==> src/rtl/egress_pkg.sv <==
package egress_pkg;

  // Width of a pointer that indexes depth entries.
  function automatic int unsigned addr_bits(input int unsigned depth);
    return (depth > 1) ? $clog2(depth) : 1;
  endfunction

  // Width of an occupancy counter that can hold 0..depth.
  function automatic int unsigned occ_bits(input int unsigned depth);
    return $clog2(depth + 1);
  endfunction

endpackage

==> src/rtl/egress_ptr_ctrl.sv <==
module egress_ptr_ctrl
  import egress_pkg::*;
#(
  parameter int unsigned DEPTH = 16,
  localparam int unsigned AW   = addr_bits(DEPTH),
  localparam int unsigned OW   = occ_bits(DEPTH)
) (
  input  logic          clk,
  input  logic          rst_n,
  input  logic          push_req,
  input  logic          pop_req,
  output logic          wr_en,
  output logic [AW-1:0] wr_addr,
  output logic [AW-1:0] rd_addr,
  output logic [OW-1:0] occ,
  output logic          empty,
  output logic          overflow_hit
);

  localparam logic [AW-1:0] LAST_IDX = AW'(DEPTH - 1);
  localparam logic [OW-1:0] FULL_OCC = OW'(DEPTH);

  logic [AW-1:0] wr_ptr_q, wr_ptr_d;
  logic [AW-1:0] rd_ptr_q, rd_ptr_d;
  logic [OW-1:0] occ_q, occ_d;
  logic          full;
  logic          do_pop;
  logic          do_push;
  logic          ptr_ce;

  always_comb begin
    full         = (occ_q == FULL_OCC);
    empty        = (occ_q == '0);
    do_pop       = pop_req && !empty;
    do_push      = push_req && (!full || do_pop);
    overflow_hit = push_req && full && !do_pop;
    ptr_ce       = do_push || do_pop;

    wr_ptr_d = wr_ptr_q;
    rd_ptr_d = rd_ptr_q;
    occ_d    = occ_q;
    if (do_push) begin
      wr_ptr_d = (wr_ptr_q == LAST_IDX) ? '0 : wr_ptr_q + 1'b1;
    end
    if (do_pop) begin
      rd_ptr_d = (rd_ptr_q == LAST_IDX) ? '0 : rd_ptr_q + 1'b1;
    end
    unique case ({do_push, do_pop})
      2'b10:   occ_d = occ_q + 1'b1;
      2'b01:   occ_d = occ_q - 1'b1;
      default: occ_d = occ_q;
    endcase
  end

  always_ff @(posedge clk or negedge rst_n) begin
    if (!rst_n) begin
      wr_ptr_q <= '0;
      rd_ptr_q <= '0;
      occ_q    <= '0;
    end else if (ptr_ce) begin
      wr_ptr_q <= wr_ptr_d;
      rd_ptr_q <= rd_ptr_d;
      occ_q    <= occ_d;
    end
  end

  assign wr_en   = do_push;
  assign wr_addr = wr_ptr_q;
  assign rd_addr = rd_ptr_q;
  assign occ     = occ_q;

endmodule

==> src/rtl/egress_lane_mem.sv <==
module egress_lane_mem
  import egress_pkg::*;
#(
  parameter int unsigned WIDTH = 8,
  parameter int unsigned DEPTH = 16,
  localparam int unsigned AW   = addr_bits(DEPTH)
) (
  input  logic             clk,
  input  logic             wr_en,
  input  logic [AW-1:0]    wr_addr,
  input  logic [WIDTH-1:0] wr_dat,
  input  logic [AW-1:0]    rd_addr,
  output logic [WIDTH-1:0] rd_dat
);

  logic [WIDTH-1:0] store_q [DEPTH];

  always_ff @(posedge clk) begin
    if (wr_en) begin
      store_q[wr_addr] <= wr_dat;
    end
  end

  assign rd_dat = store_q[rd_addr];

endmodule

==> src/rtl/egress_fill_monitor.sv <==
module egress_fill_monitor
  import egress_pkg::*;
#(
  parameter int unsigned DEPTH     = 16,
  parameter int unsigned THRESHOLD = 12,
  localparam int unsigned OW       = occ_bits(DEPTH)
) (
  input  logic          clk,
  input  logic          rst_n,
  input  logic [OW-1:0] occ,
  input  logic          overflow_hit,
  output logic          nearly_full,
  output logic          overflow_err
);

  localparam logic [OW-1:0] TH_OCC = OW'(THRESHOLD);

  logic err_q, err_d;

  always_comb begin
    nearly_full = (occ >= TH_OCC);
    err_d       = err_q || overflow_hit;
  end

  always_ff @(posedge clk or negedge rst_n) begin
    if (!rst_n) begin
      err_q <= 1'b0;
    end else if (overflow_hit) begin
      err_q <= err_d;
    end
  end

  assign overflow_err = err_q;

endmodule

==> src/rtl/stream_egress_buffer.sv <==
module stream_egress_buffer
  import egress_pkg::*;
#(
  parameter int unsigned DATA_W    = 16,
  parameter int unsigned CHAN_W    = 4,
  parameter int unsigned DEPTH     = 16,
  parameter int unsigned LATENCY   = 4,
  parameter int unsigned THRESHOLD = DEPTH - LATENCY
) (
  input  logic              clk,
  input  logic              rst_n,
  input  logic              in_valid,
  input  logic [DATA_W-1:0] in_data,
  input  logic [CHAN_W-1:0] in_chan,
  input  logic              in_sop,
  input  logic              in_eop,
  output logic              in_ready,
  output logic              out_valid,
  output logic [DATA_W-1:0] out_data,
  output logic [CHAN_W-1:0] out_chan,
  output logic              out_sop,
  output logic              out_eop,
  input  logic              out_ready,
  output logic              nearly_full,
  output logic              overflow_err
);

  localparam int unsigned AW     = addr_bits(DEPTH);
  localparam int unsigned OW     = occ_bits(DEPTH);
  localparam int unsigned MAIN_W = DATA_W + CHAN_W;
  localparam int unsigned N_MARK = 2;

  generate
    if (THRESHOLD + LATENCY > DEPTH || THRESHOLD == 0) begin : g_bad_cfg
      $error("stream_egress_buffer: THRESHOLD must lie in 1..DEPTH-LATENCY");
    end
  endgenerate

  logic          wr_en;
  logic [AW-1:0] wr_addr;
  logic [AW-1:0] rd_addr;
  logic [OW-1:0] occ;
  logic          empty;
  logic          overflow_hit;

  logic [MAIN_W-1:0] main_wr;
  logic [MAIN_W-1:0] main_rd;
  logic [N_MARK-1:0] mark_wr;
  logic [N_MARK-1:0] mark_rd;

  egress_ptr_ctrl #(
    .DEPTH (DEPTH)
  ) u_ptrs (
    .clk          (clk),
    .rst_n        (rst_n),
    .push_req     (in_valid),
    .pop_req      (out_ready),
    .wr_en        (wr_en),
    .wr_addr      (wr_addr),
    .rd_addr      (rd_addr),
    .occ          (occ),
    .empty        (empty),
    .overflow_hit (overflow_hit)
  );

  assign main_wr = {in_data, in_chan};

  egress_lane_mem #(
    .WIDTH (MAIN_W),
    .DEPTH (DEPTH)
  ) u_main_lane (
    .clk     (clk),
    .wr_en   (wr_en),
    .wr_addr (wr_addr),
    .wr_dat  (main_wr),
    .rd_addr (rd_addr),
    .rd_dat  (main_rd)
  );

  // Marker lanes: bit 0 = start of packet, bit 1 = end of packet.
  assign mark_wr = {in_eop, in_sop};

  for (genvar m = 0; m < N_MARK; m++) begin : g_mark_lane
    egress_lane_mem #(
      .WIDTH (1),
      .DEPTH (DEPTH)
    ) u_mark (
      .clk     (clk),
      .wr_en   (wr_en),
      .wr_addr (wr_addr),
      .wr_dat  (mark_wr[m]),
      .rd_addr (rd_addr),
      .rd_dat  (mark_rd[m])
    );
  end

  egress_fill_monitor #(
    .DEPTH     (DEPTH),
    .THRESHOLD (THRESHOLD)
  ) u_fill (
    .clk          (clk),
    .rst_n        (rst_n),
    .occ          (occ),
    .overflow_hit (overflow_hit),
    .nearly_full  (nearly_full),
    .overflow_err (overflow_err)
  );

  assign in_ready  = !nearly_full;
  assign out_valid = !empty;
  assign out_data  = main_rd[MAIN_W-1:CHAN_W];
  assign out_chan  = main_rd[CHAN_W-1:0];
  assign out_sop   = mark_rd[0];
  assign out_eop   = mark_rd[1];

endmodule

==> config.mk <==
export PLATFORM = sky130hd
export DESIGN_NAME = stream_egress_buffer
export DESIGN_NICKNAME = d
export VERILOG_FILES = /design/src/rtl/egress_pkg.sv /design/src/rtl/egress_ptr_ctrl.sv /design/src/rtl/egress_lane_mem.sv /design/src/rtl/egress_fill_monitor.sv /design/src/rtl/stream_egress_buffer.sv
export SDC_FILE = /design/constraint.sdc
export NUM_CORES = 1
export LEC_CHECK = 0
export BUFFER_PORTS_ARGS = -buffer_cell sky130_fd_sc_hd__buf_2
export CAP_MARGIN = 30
export CORE_MARGIN = 8
export CORE_UTILIZATION = 60
export CTS_BUF_LIST = sky130_fd_sc_hd__clkbuf_4
export DETAILED_ROUTE_END_ITERATION = 8
export PLACE_DENSITY = 0.77
export RECOVER_POWER = 50
export SLEW_MARGIN = 40
export SYNTH_ARGS = -nofsm -noshare
export SYNTH_HDL_FRONTEND = slang
export SYNTH_SLANG_ARGS = --single-unit
==> constraint.sdc <==
create_clock -name clk -period 4.32 [get_ports clk]
set_input_delay 1.08 -clock clk [delete_from_list [all_inputs] [get_ports clk]]
set_output_delay 1.08 -clock clk [all_outputs]
set_load 0.1 [all_outputs]
---- Yosys cells after proc, flatten, opt, wreduce, memory -nomap -nowiden ----
Memory sizes are Yosys's and may differ from the RTL's.
Index checks and enable logic that the tools add are counted.
word-level totals
  input bits .............................. 26
  logic and storage cells ................. 38
  bits in writable memories ............... 352
  memories kept ........................... 3
  bits in registers ....................... 14
cells by class
  reductions and logical operators ........ 16
  $lt $le $gt $ge ......................... 1
  add/sub/neg operators ................... 4
  mux-type cells .......................... 5
  eq/ne operators ......................... 5
memories
  name                           depth  width  rd ports  clocked after Yosys merged registers in  wr ports  RTL line               source
  u_main_lane.store_q            16     20     1         0                                        1         egress_lane_mem.sv:16  logic [WIDTH-1:0] store_q [DEPTH];
  g_mark_lane[0].u_mark.store_q  16     1      1         0                                        1         egress_lane_mem.sv:16
  g_mark_lane[1].u_mark.store_q  16     1      1         0                                        1         egress_lane_mem.sv:16
operators with widths
  operator               count
  $pmux W5 S2            1
  $add A4 B1 Y4 const B  2
  $eq A4 B4 Y1 const B   2
  $mux W4                2
  $reduce_and A2 Y1      3
  $add A5 B1 Y5 const B  1
  $eq A5 B5 Y1 const B   1
  $ge A5 B4 Y1 const B   1
  $logic_not A5 Y1       1
  $sub A5 B1 Y5 const B  1
  $logic_and A1 B1 Y1    4
  $logic_not A1 Y1       4
  $logic_or A1 B1 Y1     3
  $eq A2 B1 Y1 const B   1
  $eq A2 B2 Y1 const B   1
  $mux W1                2
  $reduce_bool A2 Y1     1

---- Longest topological paths before layout ----
Gate-level depths: netlist of run 1.
  depth after elaboration ................. 8
  depth in mapped cells ................... 9

---- Cells and area by module ----
Synthesis of run 1 repeated with hierarchy kept, for this count alone.
unflattened totals
  cell total of the unflattened synthesis .. 689
  area, all modules ....................... 14455.1 um^2
by module, submodules not included
  module                                       area each (um^2)  seq. area each (um^2)  cells each  instances
  egress_lane_mem (u_main_lane)                12130.4           9609.2                 513         1
  egress_lane_mem (g_mark_lane[0].u_mark ...)  725.7             480.5                  46          2
  egress_ptr_ctrl                              827.0             325.3                  79          1
  egress_fill_monitor                          38.8              25.0                   3           1
  stream_egress_buffer                         7.5               0.0                    2           1

---- Least setup slack after synthesis of run 1 ----
Ideal clock, no wire load.
  path type ............................... input port to flip-flop
  start point ............................. input port out_ready
  end point ............................... memory g_mark_lane[0].u_mark.store_q[3], enable pin
  buffers on the path ..................... 1
  required time ........................... 3855 ps
  path slack .............................. -119 ps
  stages on the path ...................... 5
  arrival ................................. 3974 ps
  setup time .............................. 465 ps
  path through ............................ nand2b_1 or2_1 nand2b_1 buf_4 nor4b_1
on the way
  cells in the longest elaborated chain, start to end .. 5
ends and longest elaborated chain
  element                        RTL line                    source
  start, declared                stream_egress_buffer.sv:23  input logic out_ready,
  $logic_and A1 B1 Y1            egress_ptr_ctrl.sv:34       do_pop = pop_req && !empty;
  $logic_or A1 B1 Y1             egress_ptr_ctrl.sv:35       do_push = push_req && (!full || do_pop);
  $logic_and A1 B1 Y1            egress_ptr_ctrl.sv:35
  $mux W1                        egress_lane_mem.sv:19       if (wr_en) begin
  $mux W1 (not written as such)  egress_lane_mem.sv:20       store_q[wr_addr] <= wr_dat;
  end, declared                  egress_lane_mem.sv:16
Every way passes these cells.

---- Worst setup path in the final report of run 1 ----
  start point ............................. register u_ptrs.rd_ptr_q[0] (netlist: u_ptrs.rd_addr[0])
  end point ............................... output port out_data[12]
on the way
  cells in the longest elaborated chain, start to end .. 1
ends and longest elaborated chain
  element                 RTL line                    source
  start, declared         egress_ptr_ctrl.sv:24       logic [AW-1:0] rd_ptr_q, rd_ptr_d;
  start signal, assigned  egress_ptr_ctrl.sv:62       rd_ptr_q <= rd_ptr_d;
  $mem_v2 Z16 W20         --
  end, declared           stream_egress_buffer.sv:19  output logic [DATA_W-1:0] out_data,
Every way passes these cells.

==> results of run 1 <==
==> cell type report <==
cell class	count	share of cell area [%]
timing repair buffer	78	3.25
multi-input combinational	195	19.3
antenna	1	0.0155
inverter	4	0.0928
tap	319	2.47
sequential	366	67.6
clock inverter	42	1.52
clock buffer	125	5.80
==> worst max-delay path, delay by kind of cell (launching register included) <==
family | cells | cell delay [ps]
buffers and inverters | 2 | 600
DFF | 1 | 710
muxes | 2 | 1070
==> timing repair <==
item | 4_1_cts | 5_1_grt
buffers inserted | 1 | 0
hold buffers | 0 | 0
endpoints found under the setup margin | 1 | 0
==> metal layers <==
| layer | track usage (%) | part of all wire (%) | routed length, um |
|---|---|---|---|
| met4 | 10.0 | 3.2 | 930 |
| met3 | 4.68 | 6.6 | 1880 |
| met2 | 33.5 | 51 | 14500 |
| met5 | 0 | 0.031 | 9 |
| met1 | 26.4 | 40 | 11300 |
==> stage by stage <==
step	hold slack [ps]	total power, W	cells	utilization, %
2_1_floorplan	496	0.00826	596	-
3_3_place_gp	437	0.00904	961	64.3
3_5_place_dp	441	0.00916	961	64.3
4_1_cts	238	0.0121	1129	69.5
5_1_grt	467	0.0124	1130	69.3
6_report	459	0.0119	1130	69.3
==> registers in the layout, indices dropped and copies added, names as in the netlist <==
| register | flops |
|---|---|
| g_mark_lane.u_mark.store_q | 32 |
| u_main_lane.store_q | 320 |
| u_fill.overflow_err | 1 |
| u_ptrs.occ | 5 |
| u_ptrs.wr_addr | 4 |
| u_ptrs.rd_addr | 4 |
==> layout by cell type (no fill, tap or decap), drive strengths merged <==
cell and n:
o21ba 1, nand3 7, or2 2, nand2b 3, clkinv 36, nor4b 1
edfxtp 352, clkbuf 149, a21o 3, a21oi 2, o211ai 1, xnor2 3
nor4 1, o31ai 2, nand4 2, nor2b 1, inv 6, mux4 110
buf 54, clkinvlp 1, xor2 4, nor3 8, o21ai 6, or4 1
nand2 13, bufinv 3, nor2 9, dfrtp 14, ha 7, mux2i 3
diode 1, o41ai 1, mux2 2, nor3b 1, a311oi 1
==> kinds of logic after synthesis <==
family,Yosys count
adder cells (fa/ha/maj),7
buffers and inverters,35
AND/OR/NAND/NOR,49
multiplexers,115
flip-flops,366
AO/OA/AOI/OAI,17
XOR/XNOR,7
==> where the power goes <==
part           internal, W  switching (W)  total [W]
Combinational      0.00149        0.00298    0.00447
Clock              0.00153        0.00132    0.00285
Sequential         0.00427       0.000328    0.00460
Total              0.00729        0.00462     0.0119
==> cells in the mapped netlist <==
cell                       count  area [um^2]
sky130_fd_sc_hd__or2_2         1         6.26
sky130_fd_sc_hd__nor4_1        1         6.26
sky130_fd_sc_hd__o21ai_4       1         16.3
sky130_fd_sc_hd__ha_1          7         87.6
sky130_fd_sc_hd__o41ai_1       1         8.76
sky130_fd_sc_hd__clkbuf_1     11         41.3
sky130_fd_sc_hd__buf_6         9          101
sky130_fd_sc_hd__nand3_1       7         35.0
sky130_fd_sc_hd__buf_2         4         20.0
sky130_fd_sc_hd__nand2_1      13         48.8
sky130_fd_sc_hd__dfrtp_1      14          350
sky130_fd_sc_hd__nand4_1       2         12.5
sky130_fd_sc_hd__a21oi_1       2         10.0
sky130_fd_sc_hd__inv_1         4         15.0
sky130_fd_sc_hd__edfxtp_1    352        10600
sky130_fd_sc_hd__o21ai_2       2         17.5
sky130_fd_sc_hd__o211ai_1      1         7.51
sky130_fd_sc_hd__nand2b_1      3         18.8
sky130_fd_sc_hd__or2_1         1         6.26
sky130_fd_sc_hd__mux2i_1       3         30.0
sky130_fd_sc_hd__nor4b_1       1         8.76
sky130_fd_sc_hd__or4_1         1         7.51
sky130_fd_sc_hd__mux2_2        2         22.5
sky130_fd_sc_hd__mux4_2      110         2480
sky130_fd_sc_hd__o31ai_1       2         15.0
sky130_fd_sc_hd__buf_4         1         7.51
sky130_fd_sc_hd__nor2_1        9         33.8
sky130_fd_sc_hd__o21ai_0       3         15.0
sky130_fd_sc_hd__nor3b_1       1         7.51
sky130_fd_sc_hd__xnor2_1       3         26.3
sky130_fd_sc_hd__buf_1         6         22.5
sky130_fd_sc_hd__o21ba_2       1         10.0
sky130_fd_sc_hd__nor3_1        8         40.0
sky130_fd_sc_hd__a21o_1        3         22.5
sky130_fd_sc_hd__a311oi_1      1         8.76
sky130_fd_sc_hd__xor2_1        4         35.0
sky130_fd_sc_hd__nor2b_1       1         6.26
==> final timing paths <==
| kind | endpoint | slack, ps | depth (start not counted) | startpoint |
|---|---|---|---|---|
| max | out_data[12] | 170 | 4 | u_ptrs.rd_addr[0] |
| min | u_ptrs.occ[3] | 460 | 1 | rst_n |
| max reg2reg | u_main_lane.store_q[10][19] | 1610 | 5 | u_ptrs.occ[1] |
| min reg2reg | u_fill.overflow_err | 470 | 1 | u_fill.overflow_err |
| max in group asynchronous | u_ptrs.rd_addr[0] | 3270 | 1 | rst_n |
| min in group clk | u_fill.overflow_err | 470 | 1 | u_fill.overflow_err |
==> reports/qor.txt, run 1 <==
====================================================================================================
Sort of element at the end of the critical path                                         primary output
IO Port Bufs                                                                                      51
Area Overhead vs Synth                                                                         14.1%
Power per Cell Area                                                                      737 nW/um^2
Maximum fanout count along the critical path                                                      26
Area of placed instances                                                                  15000 um^2
Result of the run                                                                       finished clean
Total number of H-tree levels                                                                      3
TritonCTS buffer count                                                                            89
DR pass1 iterations                                                                                5
Via count of the routed design                                                                  6865
Slew HR                                                                                        46.8%
Number of flip-flops and latches in the synthesized netlist                                      366
Sequential fraction of the synthesis area                                                      77.0%
TritonCTS clock tree                                                                             yes
Vert. Die Dim                                                                                 170 um
Crit path arrival time                                                                       3070 ps
Max-slew violations                                                                                0
Tot GR Track Use                                                                               20.7%
Area occupied by multi-input gates                                                         3120 um^2
Critical-path cell list                                                                 buf_12 > mux4_2 > mux4_2 > buf_2
Number of rows in the core area                                                                   56
Time the final worst path needs with I/O delays and setup                                    4150 ps
Worst slack at placement                                                                      748 ps
Final Setup Violations                                                                             0
Post-route setup slack                                                                        168 ps
Worst path slowest cell                                                                 sky130_fd_sc_hd__dfrtp_4
Via count of the first global-routing pass                                                      7435
Simple-gate share of the synthesized area                                                      1.68%
Sink Count                                                                                       366
Max Freq                                                                                     241 MHz
Total Negative Setup Slacks                                                                     0 ps
Largest net degree at the start of global routing                                                 30
Final wirelength                                                                            28600 um
Xor/xnor share of the synthesized area                                                        0.432%
Cell area after technology mapping                                                        14200 um^2
Type of the worst setup path                                                            flop to primary output
Number of antenna violations at the first check in global routing                                  2
Synth warnings                                                                                     0
Per-instance average area after synthesis                                                  23.8 um^2
Top-level port count                                                                              52
Classification of the worst-slack hold path                                             input pin to asynchronous set/reset pin
Number of resized instances in the post-cts repair step                                            0
Maximum buffer depth of the clock tree                                                             3
First-pass GRT wire length                                                                  43400 um
Leakage                                                                                      5.28 nW
Layout Cell Area excl Fill                                                                16200 um^2
Die extent in x                                                                               170 um
CP required                                                                                  3240 ps
Final layout net count                                                                           767
Final setup skew                                                                             36.3 ps
RD Place Congestion                                                                            0.759
Placed wire-length estimate                                                                 15900 um
Leftover overflow at the end of global routing                                                     0
Filler cell count                                                                               1447
Dominant combinational cell family by area after synthesis                              multiplexers
Final Cycle Share                                                                              96.1%
Clock-pin slew reported for the worst setup and hold paths after clock tree synthesis          70 ps
Initial Util                                                                                   60.8%
Fraction of the mapped netlist area in compound gates                                         0.927%
Number of hold violations in the final report                                                      0
Layout cell share with drive strength beyond 1                                                 39.9%
Root buf cell                                                                           sky130_fd_sc_hd__clkbuf_4
FF/Latch Area                                                                             10900 um^2
Core box area                                                                             23300 um^2
Synthesized instance count                                                                       596
Via-to-Cell Ratio                                                                               6.08
Library cell appearing most often on the critical path                                  sky130_fd_sc_hd__mux4_2
Unrepaired setup endpoints after global routing                                                   no
Count of max-cap constraint violations                                                             0
Synthesized Nets                                                                                 629
Actual transition at the worst max-transition pin                                             797 ps
Final routed DRC violation total                                                                   0
Number of different library cells in the post-synthesis netlist                                   37
Full die area                                                                             28800 um^2
Kind of start point of the critical path                                                        flop
Mux contribution to synthesized area                                                           17.8%
Largest incremental delay on the critical path                                                710 ps
Wirelength per Cell                                                                          25.3 um
Number of violations reported at the end of detailed-routing iteration 0                         618
Clk_lat worst skew                                                                            680 ps
Number of routed nets with antenna violations                                                      0
Peak ir drop on the vdd network                                                               785 uV
Adder-cell share of the synthesized area                                                      0.618%
====================================================================================================
Power figures use the tool's default switching activity.
==> inputs of run 2 (changes only) <==
- CORE_UTILIZATION: 60 -> 45
- CTS_BUF_LIST: sky130_fd_sc_hd__clkbuf_4 -> sky130_fd_sc_hd__clkbuf_16
- PLACE_DENSITY: 0.77 -> 0.6
==> run 2 against run 1 <==
  * Sequential share of layout area down 0.76 points
  * Setup slack better by 120 ps
  * Utilization down 17 points
  * Critical path depth unchanged
  * Maximum frequency up 2.9%
  * Via count down 5.4%
  * Die area up 30%
  * Clock skew down 24 ps
  * Clock-buffer cell count down 87
  * Total power up 3.3%
  * Non-clock buffer count down 4
  * Largest power group unchanged
  * Highest routed layer is now met4
==> reports/qor.txt, run 2 (same netlist as run 1, synthesis figures left out) <==
====================================================================================================
Result of the run                                                                       finished clean
Final setup skew                                                                             12.4 ps
Total of hold buffers inserted after clock tree synthesis                                          0
Largest reg by FF count                                                                 u_main_lane.store_q
Number of violations reported at the end of detailed-routing iteration 0                         592
Number of antenna violations at the first check in global routing                                  0
Worst slack at placement                                                                      781 ps
Die extent in x                                                                               193 um
Clk_lat worst skew                                                                            530 ps
Final wirelength                                                                            30100 um
Initial Util                                                                                   45.3%
Final cell count without fillers                                                                1111
Count of inserted antenna diode cells                                                              0
Final routed DRC violation total                                                                   0
Time the final worst path needs with I/O delays and setup                                    4040 ps
Number of resized instances in the post-cts repair step                                            0
Peak ir drop on the vdd network                                                               742 uV
Top-level port count                                                                              52
Placed wire-length estimate                                                                 16700 um
Total Negative Setup Slacks                                                                     0 ps
Core box area                                                                             31300 um^2
Vert. Die Dim                                                                                 193 um
Max reg flops                                                                                    320
Slew HR                                                                                        28.9%
Leakage                                                                                      5.20 nW
Dpl cells                                                                                       1041
RD Place Congestion                                                                            0.703
Via count of the first global-routing pass                                                      6876
Sort of element at the end of the critical path                                         primary output
TritonCTS clock tree                                                                             yes
Number of hold violations in the final report                                                      0
Max-slew violations                                                                                0
Total number of H-tree levels                                                                      2
Minimum hold slack                                                                            451 ps
Maximum buffer depth of the clock tree                                                             3
Leftover overflow at the end of global routing                                                     0
Number of rows in the core area                                                                   65
TritonCTS buffer count                                                                            38
Crit path arrival time                                                                       2960 ps
Number of routed nets with antenna violations                                                      0
Actual transition at the worst max-transition pin                                            1060 ps
Final layout net count                                                                           712
Count of max-cap constraint violations                                                             0
Final Setup Violations                                                                             0
DR pass1 iterations                                                                                4
Post-route setup slack                                                                        284 ps
Classification of the worst-slack hold path                                             flop to flop
Wirelength per Cell                                                                          27.1 um
Sink Count                                                                                       366
Kind of start point of the critical path                                                        flop
Maximum fanout count along the critical path                                                      38
Post-CTS Repair Setup Buffers                                                                      0
First-pass GRT wire length                                                                  44700 um
Via count of the routed design                                                                  6491
IO Port Bufs                                                                                      51
Full die area                                                                             37400 um^2
Highest-count cells in the layout ignoring fill and taps                                sky130_fd_sc_hd__edfxtp_1, sky130_fd_sc_hd__mux4_2, sky130_fd_sc_hd__clkbuf_16
Commonest non-fill, non-tap cell in the layout                                          sky130_fd_sc_hd__edfxtp_1
Layout cell share with drive strength beyond 1                                                 33.0%
Root buf cell                                                                           sky130_fd_sc_hd__clkbuf_16
Clock-pin slew reported for the worst setup and hold paths after clock tree synthesis          50 ps
Type of the worst setup path                                                            flop to primary output
Unrepaired setup endpoints after global routing                                                   no
Max Freq                                                                                     248 MHz
Via-to-Cell Ratio                                                                               5.84
Area Overhead vs Synth                                                                         15.4%
CP required                                                                                  3240 ps
Largest net degree at the start of global routing                                                 42
Final Cycle Share                                                                              93.4%
Power per Cell Area                                                                      752 nW/um^2
Tot GR Track Use                                                                               16.1%
====================================================================================================
run 2: cell count changes in the layout (fill, tap and decap cells not counted), sizes merged:
cell      delta
clkinv      -20
buf          -3
clkbuf      -88
diode        -1
inv          +7
bufinv       +2
clkinvlp     +1
run 2: where the power goes:
group          internal [W]  switching [W]
clock network       0.00191        0.00132
logic               0.00149        0.00296
registers           0.00427       0.000354
total               0.00767        0.00464
run 2: layout make-up:
cell class                      count  area (um^2)
Fill cell                        2409        15000
Sequential cell                   366        10900
Multi-Input combinational cell    195         3090
Clock buffer                       38          951
Timing Repair Buffer               74          574
Tap cell                          402          503
Clock inverter                     32          294
Inverter                            4         15.0
run 2: worst paths after layout:
check,depth (start not counted),slack [ps],startpoint,endpoint
max,4,280,u_ptrs.rd_addr[0],out_data[14]
min,1,450,u_fill.overflow_err,u_fill.overflow_err
max reg2reg,4,1250,u_ptrs.occ[1],u_main_lane.store_q[5][8]
min reg2reg,1,450,u_fill.overflow_err,u_fill.overflow_err
max in group asynchronous,1,3110,rst_n,u_ptrs.rd_addr[0]
min in group asynchronous,1,620,rst_n,u_ptrs.occ[3]
run 2: worst max-delay path: stages (launching register included):
cell and delay (ps):
sky130_fd_sc_hd__dfrtp_4 650, sky130_fd_sc_hd__buf_12 350, sky130_fd_sc_hd__mux4_2 560, sky130_fd_sc_hd__mux4_2 520, sky130_fd_sc_hd__buf_2 320
run 2: routing by layer:
| metal | share of wire, % | GRT usage (%) | vias up |
|---|---|---|---|
| li1 | - | - | 2726 |
| met1 | 43 | 21.6 | 3555 |
| met2 | 51 | 27.1 | 166 |
| met3 | 4.2 | 2.60 | 44 |
| met4 | 1.6 | 4.08 | 0 |
| met5 | 0 | 0 | - |
run 2: through the flow:
stage               area (um^2)  utilization [%]  total power, W
finish                    16400             52.3          0.0123
global route              16400             52.3          0.0127
global placement          15200             48.5         0.00916
floorplan                 14200                -         0.00826
CTS                       16400             52.4          0.0125
detailed placement        15200             48.5         0.00925
